File: src/rtl/savres_pkg.sv
package savres_pkg;
  localparam int unsigned BYTE_W = 8;

  typedef enum logic [1:0] {
    SEL_NONE  = 2'd0,
    SEL_LATCH = 2'd1,
    SEL_PAL   = 2'd2,
    SEL_BLINK = 2'd3
  } sel_e;
endpackage

File: src/rtl/savres_rst_sync.sv
module savres_rst_sync #(
  parameter int unsigned STAGES = 2
) (
  input  logic clk,
  input  logic rst_n,
  output logic rst_no
);
  logic [STAGES-1:0] chain_q;

  always_ff @(posedge clk or negedge rst_n) begin
    if (!rst_n) chain_q <= '0;
    else        chain_q <= {chain_q[STAGES-2:0], 1'b1};
  end

  assign rst_no = chain_q[STAGES-1];
endmodule

File: src/rtl/savres_sync.sv
module savres_sync #(
  parameter int unsigned W      = 5,
  parameter int unsigned STAGES = 2
) (
  input  logic         clk,
  input  logic         rst_ni,
  input  logic [W-1:0] d_i,
  output logic [W-1:0] q_o
);
  logic [W-1:0] stg_q [STAGES];

  always_ff @(posedge clk or negedge rst_ni) begin
    if (!rst_ni) begin
      for (int i = 0; i < STAGES; i++) stg_q[i] <= '0;
    end else begin
      stg_q[0] <= d_i;
      for (int i = 1; i < STAGES; i++) stg_q[i] <= stg_q[i-1];
    end
  end

  assign q_o = stg_q[STAGES-1];
endmodule

File: src/rtl/savres_word.sv
module savres_word
  import savres_pkg::*;
#(
  parameter int unsigned BYTES = 4,
  parameter int unsigned CNT_W = 2
) (
  input  logic                    clk,
  input  logic                    rst_ni,
  input  logic                    ld_i,
  input  logic [BYTES*BYTE_W-1:0] ld_val_i,
  input  logic                    wr_i,
  input  logic [CNT_W-1:0]        wr_sel_i,
  input  logic [BYTE_W-1:0]       wr_byte_i,
  output logic [BYTES*BYTE_W-1:0] q_o
);
  logic [BYTE_W-1:0] byte_q [BYTES];
  logic [BYTE_W-1:0] byte_d [BYTES];
  logic [BYTES-1:0]  byte_en;

  for (genvar b = 0; b < BYTES; b++) begin : g_byte
    // owner load has priority over a CPU byte write
    always_comb begin
      byte_en[b] = ld_i | (wr_i & (wr_sel_i == CNT_W'(b)));
      byte_d[b]  = ld_i ? ld_val_i[b*BYTE_W +: BYTE_W] : wr_byte_i;
    end

    always_ff @(posedge clk or negedge rst_ni) begin
      if (!rst_ni)         byte_q[b] <= '0;
      else if (byte_en[b]) byte_q[b] <= byte_d[b];
    end

    assign q_o[b*BYTE_W +: BYTE_W] = byte_q[b];
  end
endmodule

File: src/rtl/savres_port.sv
module savres_port
  import savres_pkg::*;
#(
  parameter int unsigned WORD_BYTES  = 4,
  parameter int unsigned BLINK_W     = 5,
  parameter int unsigned SYNC_STAGES = 2,
  parameter logic [7:0]  IDX_LATCH   = 8'h70,
  parameter logic [7:0]  IDX_PAL     = 8'h71,
  parameter logic [7:0]  IDX_BLINK   = 8'h61
) (
  input  logic                         clk,
  input  logic                         rst_n,
  input  logic                         idx_we,
  input  logic [7:0]                   idx_wdata,
  input  logic                         dat_we,
  input  logic [7:0]                   dat_wdata,
  input  logic                         dat_re,
  output logic [7:0]                   dat_rdata,
  input  logic                         latch_ld,
  input  logic [WORD_BYTES*BYTE_W-1:0] latch_ld_val,
  output logic [WORD_BYTES*BYTE_W-1:0] latch_q,
  input  logic                         pal_ld,
  input  logic [WORD_BYTES*BYTE_W-1:0] pal_ld_val,
  output logic [WORD_BYTES*BYTE_W-1:0] pal_q,
  input  logic [BLINK_W-1:0]           blink_async
);
  localparam int unsigned CNT_W = (WORD_BYTES > 1) ? $clog2(WORD_BYTES) : 1;
  localparam logic [CNT_W-1:0] CNT_LAST = CNT_W'(WORD_BYTES - 1);

  logic               rst_sync_n;
  logic [BLINK_W-1:0] blink_s;
  logic [7:0]         idx_q, idx_d;
  logic               idx_en;
  logic [CNT_W-1:0]   cnt_q, cnt_d;
  logic               cnt_en;
  logic [7:0]         rd_q, rd_d;
  logic               rd_en;
  sel_e               sel;
  logic               acc_wr, acc_rd, save_hit;
  logic [BYTE_W-1:0]  latch_byte [WORD_BYTES];
  logic [BYTE_W-1:0]  pal_byte   [WORD_BYTES];

  savres_rst_sync #(.STAGES(SYNC_STAGES)) u_rst (
    .clk    (clk),
    .rst_n  (rst_n),
    .rst_no (rst_sync_n)
  );

  savres_sync #(.W(BLINK_W), .STAGES(SYNC_STAGES)) u_blink (
    .clk    (clk),
    .rst_ni (rst_sync_n),
    .d_i    (blink_async),
    .q_o    (blink_s)
  );

  // target decode
  always_comb begin
    if      (idx_q == IDX_LATCH) sel = SEL_LATCH;
    else if (idx_q == IDX_PAL)   sel = SEL_PAL;
    else if (idx_q == IDX_BLINK) sel = SEL_BLINK;
    else                         sel = SEL_NONE;
  end

  // strobe priority: index > write > read
  assign acc_wr   = dat_we & ~idx_we;
  assign acc_rd   = dat_re & ~idx_we & ~dat_we;
  assign save_hit = (sel == SEL_LATCH) | (sel == SEL_PAL);

  savres_word #(.BYTES(WORD_BYTES), .CNT_W(CNT_W)) u_latch (
    .clk       (clk),
    .rst_ni    (rst_sync_n),
    .ld_i      (latch_ld),
    .ld_val_i  (latch_ld_val),
    .wr_i      (acc_wr & (sel == SEL_LATCH)),
    .wr_sel_i  (cnt_q),
    .wr_byte_i (dat_wdata),
    .q_o       (latch_q)
  );

  savres_word #(.BYTES(WORD_BYTES), .CNT_W(CNT_W)) u_pal (
    .clk       (clk),
    .rst_ni    (rst_sync_n),
    .ld_i      (pal_ld),
    .ld_val_i  (pal_ld_val),
    .wr_i      (acc_wr & (sel == SEL_PAL)),
    .wr_sel_i  (cnt_q),
    .wr_byte_i (dat_wdata),
    .q_o       (pal_q)
  );

  for (genvar b = 0; b < WORD_BYTES; b++) begin : g_split
    assign latch_byte[b] = latch_q[b*BYTE_W +: BYTE_W];
    assign pal_byte[b]   = pal_q[b*BYTE_W +: BYTE_W];
  end

  // next state
  always_comb begin
    idx_en = idx_we;
    idx_d  = idx_wdata;

    cnt_en = idx_we | (save_hit & (acc_wr | acc_rd));
    if (idx_we)                cnt_d = '0;
    else if (cnt_q == CNT_LAST) cnt_d = '0;
    else                        cnt_d = cnt_q + 1'b1;

    rd_en = acc_rd;
    unique case (sel)
      SEL_LATCH: rd_d = latch_byte[cnt_q];
      SEL_PAL:   rd_d = pal_byte[cnt_q];
      SEL_BLINK: rd_d = {{(8 - BLINK_W){1'b0}}, blink_s};
      default:   rd_d = '0;
    endcase
  end

  // registers
  always_ff @(posedge clk or negedge rst_sync_n) begin
    if (!rst_sync_n) begin
      idx_q <= '0;
      cnt_q <= '0;
      rd_q  <= '0;
    end else begin
      if (idx_en) idx_q <= idx_d;
      if (cnt_en) cnt_q <= cnt_d;
      if (rd_en)  rd_q  <= rd_d;
    end
  end

  assign dat_rdata = rd_q;
endmodule

File: config.mk
export PLATFORM = sky130hd
export DESIGN_NAME = savres_port
export DESIGN_NICKNAME = d
export VERILOG_FILES = /design/src/rtl/savres_pkg.sv /design/src/rtl/savres_rst_sync.sv /design/src/rtl/savres_sync.sv /design/src/rtl/savres_word.sv /design/src/rtl/savres_port.sv
export SDC_FILE = /design/constraint.sdc
export NUM_CORES = 1
export LEC_CHECK = 0
export ABC_AREA = 1
export CORE_UTILIZATION = 50
export CTS_BUF_LIST = sky130_fd_sc_hd__clkbuf_8
export CTS_CLUSTER_SIZE = 20
export DETAILED_ROUTE_END_ITERATION = 12
export DONT_BUFFER_PORTS = 1
export GPL_ROUTABILITY_DRIVEN = 0
export PLACE_DENSITY = 0.74
export SYNTH_ARGS = -nofsm -noshare
export SYNTH_HDL_FRONTEND = slang
export SYNTH_SLANG_ARGS = --single-unit
File: constraint.sdc
create_clock -name clk -period 7.3 [get_ports clk]
set_input_delay 1.46 -clock clk [delete_from_list [all_inputs] [get_ports clk]]
set_output_delay 1.46 -clock clk [all_outputs]
set_load 0.02 [all_outputs]
==> results.sh, run 1 <==
export IMPL_routed_via_count=4785
export IMPL_area_growth_syn_to_layout_pct=5.492
export IMPL_final_common_cell="nand2_1"
export IMPL_most_common_layout_cells="396 x nand2_1, 96 x nand3_1, 93 x dfrtp_1, 56 x inv_1, 23 x nor2_1"
export IMPL_dieHeight_um=104.2
export IMPL_seq_power_share=0.558
export IMPL_tritoncts="yes"
export IMPL_power_switching_w=0.0003776
export IMPL_ys_seq_area_frac=0.4508
export IMPL_design_area_um2=5504
export IMPL_rows=36
export IMPL_post_route_cells_drive_above_1_share=0.06122
export IMPL_synth_yosys_warnings=0
export IMPL_ant_nets=0
export IMPL_fin_tns_setup_ps=0
export IMPL_drc_errors=0
export IMPL_crit_type="flop to flop"
export IMPL_design_die_area_um2=10850
export IMPL_cts_root_to_sink_buffers=2
export IMPL_route_detailed_vias_per_inst=5.513
export IMPL_first_global_vias=4646
export IMPL_floorplan_core_area_um2=9955
export IMPL_max_slew_worst_pin_slew_ps=1180
export IMPL_ir_drop_mv=0.09431
export IMPL_clock_insertion_delay_worst_skew_ps=370
export IMPL_power_per_cell_area_nw_per_um2=218.0
export IMPL_yosys_cell_types_count=21
export IMPL_syn_instance_count=745
export IMPL_clock_skew_final_ps=9.487
export IMPL_average_wire_per_cell_in_the_routed_design_um=17.44
export IMPL_cts_root_buf="clkbuf_8"
export IMPL_min_period_over_period=0.4050
export IMPL_nets=826
export IMPL_antenna_found_initial=0
export IMPL_final_fill_count=950
export IMPL_post_synthesis_instance_area_um2=5218
export IMPL_power_combinational_fraction=0.117
export IMPL_grt_setup_unrepaired="no"
export IMPL_detailedPlacementHpwl_mm=11.63
export IMPL_num_io_pins=164
export IMPL_clk_pin_slew_ps=90
export IMPL_drt_total_wl_mm=15.13
export IMPL_final_setup_viol_count=0
export IMPL_postCtsSetupBuffers=0
export IMPL_period_minus_slack_ps=2957
export IMPL_footprint_of_the_flip_flops_and_latches_um2=2356
export IMPL_track_usage=0.2907
export IMPL_netSwitchingFraction=0.3147
export IMPL_finalMaxSlewViolations=0
export IMPL_number_of_buffers_created_by_cts=9
export IMPL_critPathCaptureType="flop"
export IMPL_cts_htree_levels=3
export IMPL_global_route_overflow_total=0
export IMPL_min_path_type="flop to async pin"
export IMPL_maxCapViolCount=0
export IMPL_synth_seq_cells=94
export IMPL_drt_pass1_iterations=7
export IMPL_io_port_bufs=0
export IMPL_achievable_frequency_mhz=338.2
export IMPL_post_cts_hold_buffer_count=0
export IMPL_dpl_instance_area_um2=5278
export IMPL_start_kind="flop"
export IMPL_power_leakage_nw=3.285
export IMPL_multi_input_comb_area_um2=2534
export IMPL_grt_pass1_wl_mm=24.43
export IMPL_slew_headroom=0.2136
export IMPL_cts_repair_resize_count=0
export IMPL_die_width_um=104.2
export IMPL_drtIter0Drc=451
export IMPL_power_share_clock=0.325
export IMPL_intPower_w=0.0008224
export IMPL_average_cell_area_after_synthesis_um2=7.003
export IMPL_synthesis_nets=841
export IMPL_timing_critical_path_arrival_ps=3220
export IMPL_antennaDiodeCount=0
export IMPL_outcome="completed"
export IMPL_tritoncts_num_sinks=94
export IMPL_grt_start_max_net_pins=54
export IMPL_critPathMaxFanout=40
export IMPL_worst_endpoint_required_ps=7560
export IMPL_hold_viol=0
export IMPL_floorplan_initialDensity=0.5241
synthesized netlist by cell type:
cell type    n  share of area
o21a_1       1         0.0014
dfrtp_1     94           0.45
nand2_2      2         0.0024
nand2_4     19          0.041
nor2_8       3          0.012
buf_4        1         0.0014
buf_2       10         0.0096
inv_2        3         0.0022
inv_1       54          0.039
o211ai_1     3         0.0043
nor3_2       1         0.0019
conb_1       1        0.00072
clkbuf_1    10         0.0072
nand2_1    396           0.28
ha_1         4         0.0096
nor2_4       1         0.0022
nand4_1      3         0.0036
nor2_1      23          0.017
o21ai_0     14          0.013
buf_1        6         0.0043
nand3_1     96          0.092
cell type report:
class,instances,area share
multi-input combinational,567,0.4603
sequential,94,0.4281
inverter,57,0.03887
tap,133,0.03023
clock buffer,11,0.02751
clock inverter,5,0.01364
timing repair buffer,1,0.001364
cell families (layout without fill, tap and decap cells):
kind of cell | count (synthesis) | in the layout | synth area share
AO/OA/AOI/OAI | 18 | 18 | 0.01919
adder cells (fa/ha/maj) | 4 | 4 | 0.009593
buffers and inverters | 84 | 74 | 0.06355
flip-flops | 94 | 94 | 0.4508
other | 1 | 1 | 0.0007187
AND/OR/NAND/NOR | 544 | 544 | 0.4561
worst paths after layout:
path                             endpoint             start  cells past startpoint  slack [ps]
setup reg to reg            u_pal.q_o[19]          cnt_q[0]                      6        4340
hold reg to reg              dat_rdata[2]  u_rst.chain_q[1]                      0         310
setup / recovery            u_pal.q_o[19]          cnt_q[0]                      6        4340
hold / removal               dat_rdata[2]  u_rst.chain_q[1]                      0         310
max in group asynchronous   u_pal.q_o[12]  u_rst.chain_q[1]                      1        5930
min in group clk           u_blink.q_o[3]  u_blink.stg_q[8]                      0         350
sequential cells by signal, summed over array words and instances, names as in the netlist:
name / count
u_blink.q_o: 5
u_rst.chain_q: 2
dat_rdata: 8
u_pal.q_o: 32
cnt_q: 2
u_latch.q_o: 32
idx_q: 8
u_blink.stg_q: 5
routing by layer:
metal  up-vias  track usage  share of wire
met1      2228       0.3630           0.40
met3        29      0.08584           0.10
li1       2262            -              -
met5         -            0              0
met4         0       0.1337          0.028
met2       266       0.4648           0.48
per-stage QoR:
| step | instances | total power, W | hold slack (ps) | util | setup slack, ps |
|---|---|---|---|---|---|
| global placement | 852 | 0.0008137 | 323.2 | 0.5302 | 4530 |
| CTS | 868 | 0.001205 | 336.0 | 0.5529 | 4419 |
| detailed placement | 852 | 0.0008184 | 335.7 | 0.5302 | 4430 |
| global route | 868 | 0.001252 | 364.9 | 0.5529 | 4040 |
| floorplan | 745 | 0.0007705 | 331.2 | - | 4488 |
| finish | 868 | 0.001200 | 308.5 | 0.5529 | 4343 |
critical path, cell delays in order, from the launching register on:
cell and delay, ps:
dfrtp_1 1130, inv_1 740, ha_1 510, nand2_4 170, nand2_4 110, nand2_1 110
nand2_1 60
power by group through the flow:
stage	sequential, W	combinational (W)	clock (W)
5_1_grt	0.000675	0.000162	0.000414
3_5_place_dp	0.000680	0.000139	0
3_3_place_gp	0.000679	0.000135	0
2_1_floorplan	0.000657	0.000113	0
6_report	0.000670	0.000141	0.000390
4_1_cts	0.000669	0.000140	0.000396
Power figures use the tool's default switching activity.
==> run 2, diff against run 1 <==
Clock period 7.3 ns to 2.8 ns, I/O delays scaled along.
==> results.sh, run 2 (synthesized netlist as in run 1, its figures left out) <==
export IMPL_ir_drop_mv=0.2999
export IMPL_dp_cells=856
export IMPL_route_detailed_vias_per_inst=5.393
export IMPL_power_leakage_nw=3.302
export IMPL_ant_nets=0
export IMPL_grt_start_max_net_pins=93
export IMPL_utilization=0.5554
export IMPL_antennaDiodeCount=0
export IMPL_min_delay_start="blink_async[4]"
export IMPL_final_fill_count=997
export IMPL_drt_pass1_iterations=5
export IMPL_antenna_found_initial=0
export IMPL_grt_pass1_wl_mm=23.61
export IMPL_cts_root_buf="clkbuf_8"
export IMPL_rows=36
export IMPL_dieHeight_um=104.2
export IMPL_drt_total_wl_mm=14.47
export IMPL_hold_viol=0
export IMPL_timing_critical_path_arrival_ps=2290
export IMPL_detailedPlacementHpwl_mm=11.02
export IMPL_fin_tns_setup_ps=0
export IMPL_achievable_frequency_mhz=493.2
export IMPL_area_growth_syn_to_layout_pct=5.971
export IMPL_clock_skew_final_ps=8.655
export IMPL_design_die_area_um2=10850
export IMPL_floorplan_initialDensity=0.5241
export IMPL_cts_repair_resize_count=0
export IMPL_track_usage=0.2776
export IMPL_clk_pin_slew_ps=90
export IMPL_global_route_overflow_total=0
export IMPL_drtIter0Drc=448
export IMPL_min_path_type="input port to flop"
export IMPL_maxCapViolCount=0
export IMPL_multi_input_comb_area_um2=2534
export IMPL_power_per_cell_area_nw_per_um2=548.8
export IMPL_slew_headroom=0.5809
export IMPL_worst_slack_ps=772.4
export IMPL_post_layout_total_power_w=0.003034
export IMPL_critPathMaxFanout=21
export IMPL_die_width_um=104.2
export IMPL_most_common_layout_cells="396 x nand2_1, 96 x nand3_1, 93 x dfrtp_1, 55 x inv_1, 23 x nor2_1"
export IMPL_routed_via_count=4708
export IMPL_final_common_cell="nand2_1"
export IMPL_crit_type="flop to flop"
export IMPL_critPathLaunch="cnt_q[1]"
export IMPL_footprint_of_the_flip_flops_and_latches_um2=2356
export IMPL_floorplan_core_area_um2=9955
export IMPL_num_io_pins=164
export IMPL_pre_cts_ws_ps=820.9
export IMPL_postCtsSetupBuffers=0
export IMPL_max_slew_worst_pin_slew_ps=628.0
export IMPL_nets=831
export IMPL_first_global_vias=4620
export IMPL_worst_endpoint_required_ps=3060
export IMPL_io_port_bufs=0
export IMPL_average_wire_per_cell_in_the_routed_design_um=16.57
export IMPL_finalMaxSlewViolations=0
export IMPL_post_route_cells_drive_above_1_share=0.06757
export IMPL_cts_root_to_sink_buffers=2
export IMPL_post_layout_nonfiller_instances=873
export IMPL_tritoncts_num_sinks=94
export IMPL_crit_reg2reg_launch="cnt_q[1]"
export IMPL_clock_insertion_delay_worst_skew_ps=370
export IMPL_cts_htree_levels=3
export IMPL_drc_errors=0
export IMPL_outcome="completed"
export IMPL_number_of_buffers_created_by_cts=9
export IMPL_min_period_over_period=0.7241
export IMPL_tritoncts="yes"
export IMPL_final_setup_viol_count=0
export IMPL_grt_setup_unrepaired="no"
export IMPL_start_kind="flop"
export IMPL_critPathCaptureType="flop"
export IMPL_period_minus_slack_ps=2028
==> run 2: cell types whose count changed in the layout (fill, tap and decap cells not counted), sizes merged <==
| cell | delta |
|---|---|
| buf | +4 |
| clkbuf | -1 |
| clkinvlp | -1 |
| bufinv | -1 |
| clkinv | +3 |
| dlygate4sd3 | +1 |
==> run 2: area by class of cell <==
class | instances | share of cell area
clock buffer | 10 | 0.02489
timing repair buffer | 6 | 0.01086
sequential | 94 | 0.4261
multi-input combinational | 567 | 0.4582
inverter | 57 | 0.03870
clock inverter | 6 | 0.01109
tap | 133 | 0.03010
==> run 2: critical path, stage by stage (launching register included) <==
cell and delay (ps):
dfrtp_1 670, inv_1 450, ha_1 390, nand2_4 150, nand2_4 100, nand2_1 90
nand2_1 50
==> run 2: layer usage <==
| metal | global-route usage | part of all wire | vias to the layer above |
|---|---|---|---|
| li1 | - | - | 2274 |
| met1 | 0.3606 | 0.41 | 2204 |
| met2 | 0.4352 | 0.47 | 200 |
| met3 | 0.09586 | 0.092 | 30 |
| met4 | 0.08776 | 0.022 | 0 |
| met5 | 0 | 0 | - |
==> run 2: metrics by stage <==
| stage | hold slack [ps] | instance area, µm² |
|---|---|---|
| floorplan | 264.4 | 5219 |
| global placement | 264.5 | 5320 |
| detailed placement | 264.5 | 5320 |
| CTS | 196.9 | 5529 |
| global route | 183.7 | 5529 |
| finish | 217.5 | 5529 |
==> run 2: final timing paths <==
check | end | slack, ps | cells past startpoint
max | u_latch.q_o[11] | 770 | 6
min | u_blink.stg_q[9] | 220 | 0
max reg2reg | u_latch.q_o[11] | 770 | 6
min reg2reg | idx_q[2] | 340 | 1
max in group asynchronous | idx_q[5] | 2030 | 1
min in group asynchronous | idx_q[2] | 340 | 1
==> run 2: report_power, final <==
part / leakage, nW / internal [W] / switching, W
Sequential: 1.17 / 0.00147 / 0.000258
Combinational: 2.03 / 0.000133 / 0.000251
Clock: 0.108 / 0.000436 / 0.000485
Total: 3.30 / 0.00204 / 0.000994
==> run 2: repair_timing <==
action | 4_1_cts | 5_1_grt
hold buffers | 1 | 0
setup endpoints to repair | 0 | 0
hold endpoints to repair | 2 | 0
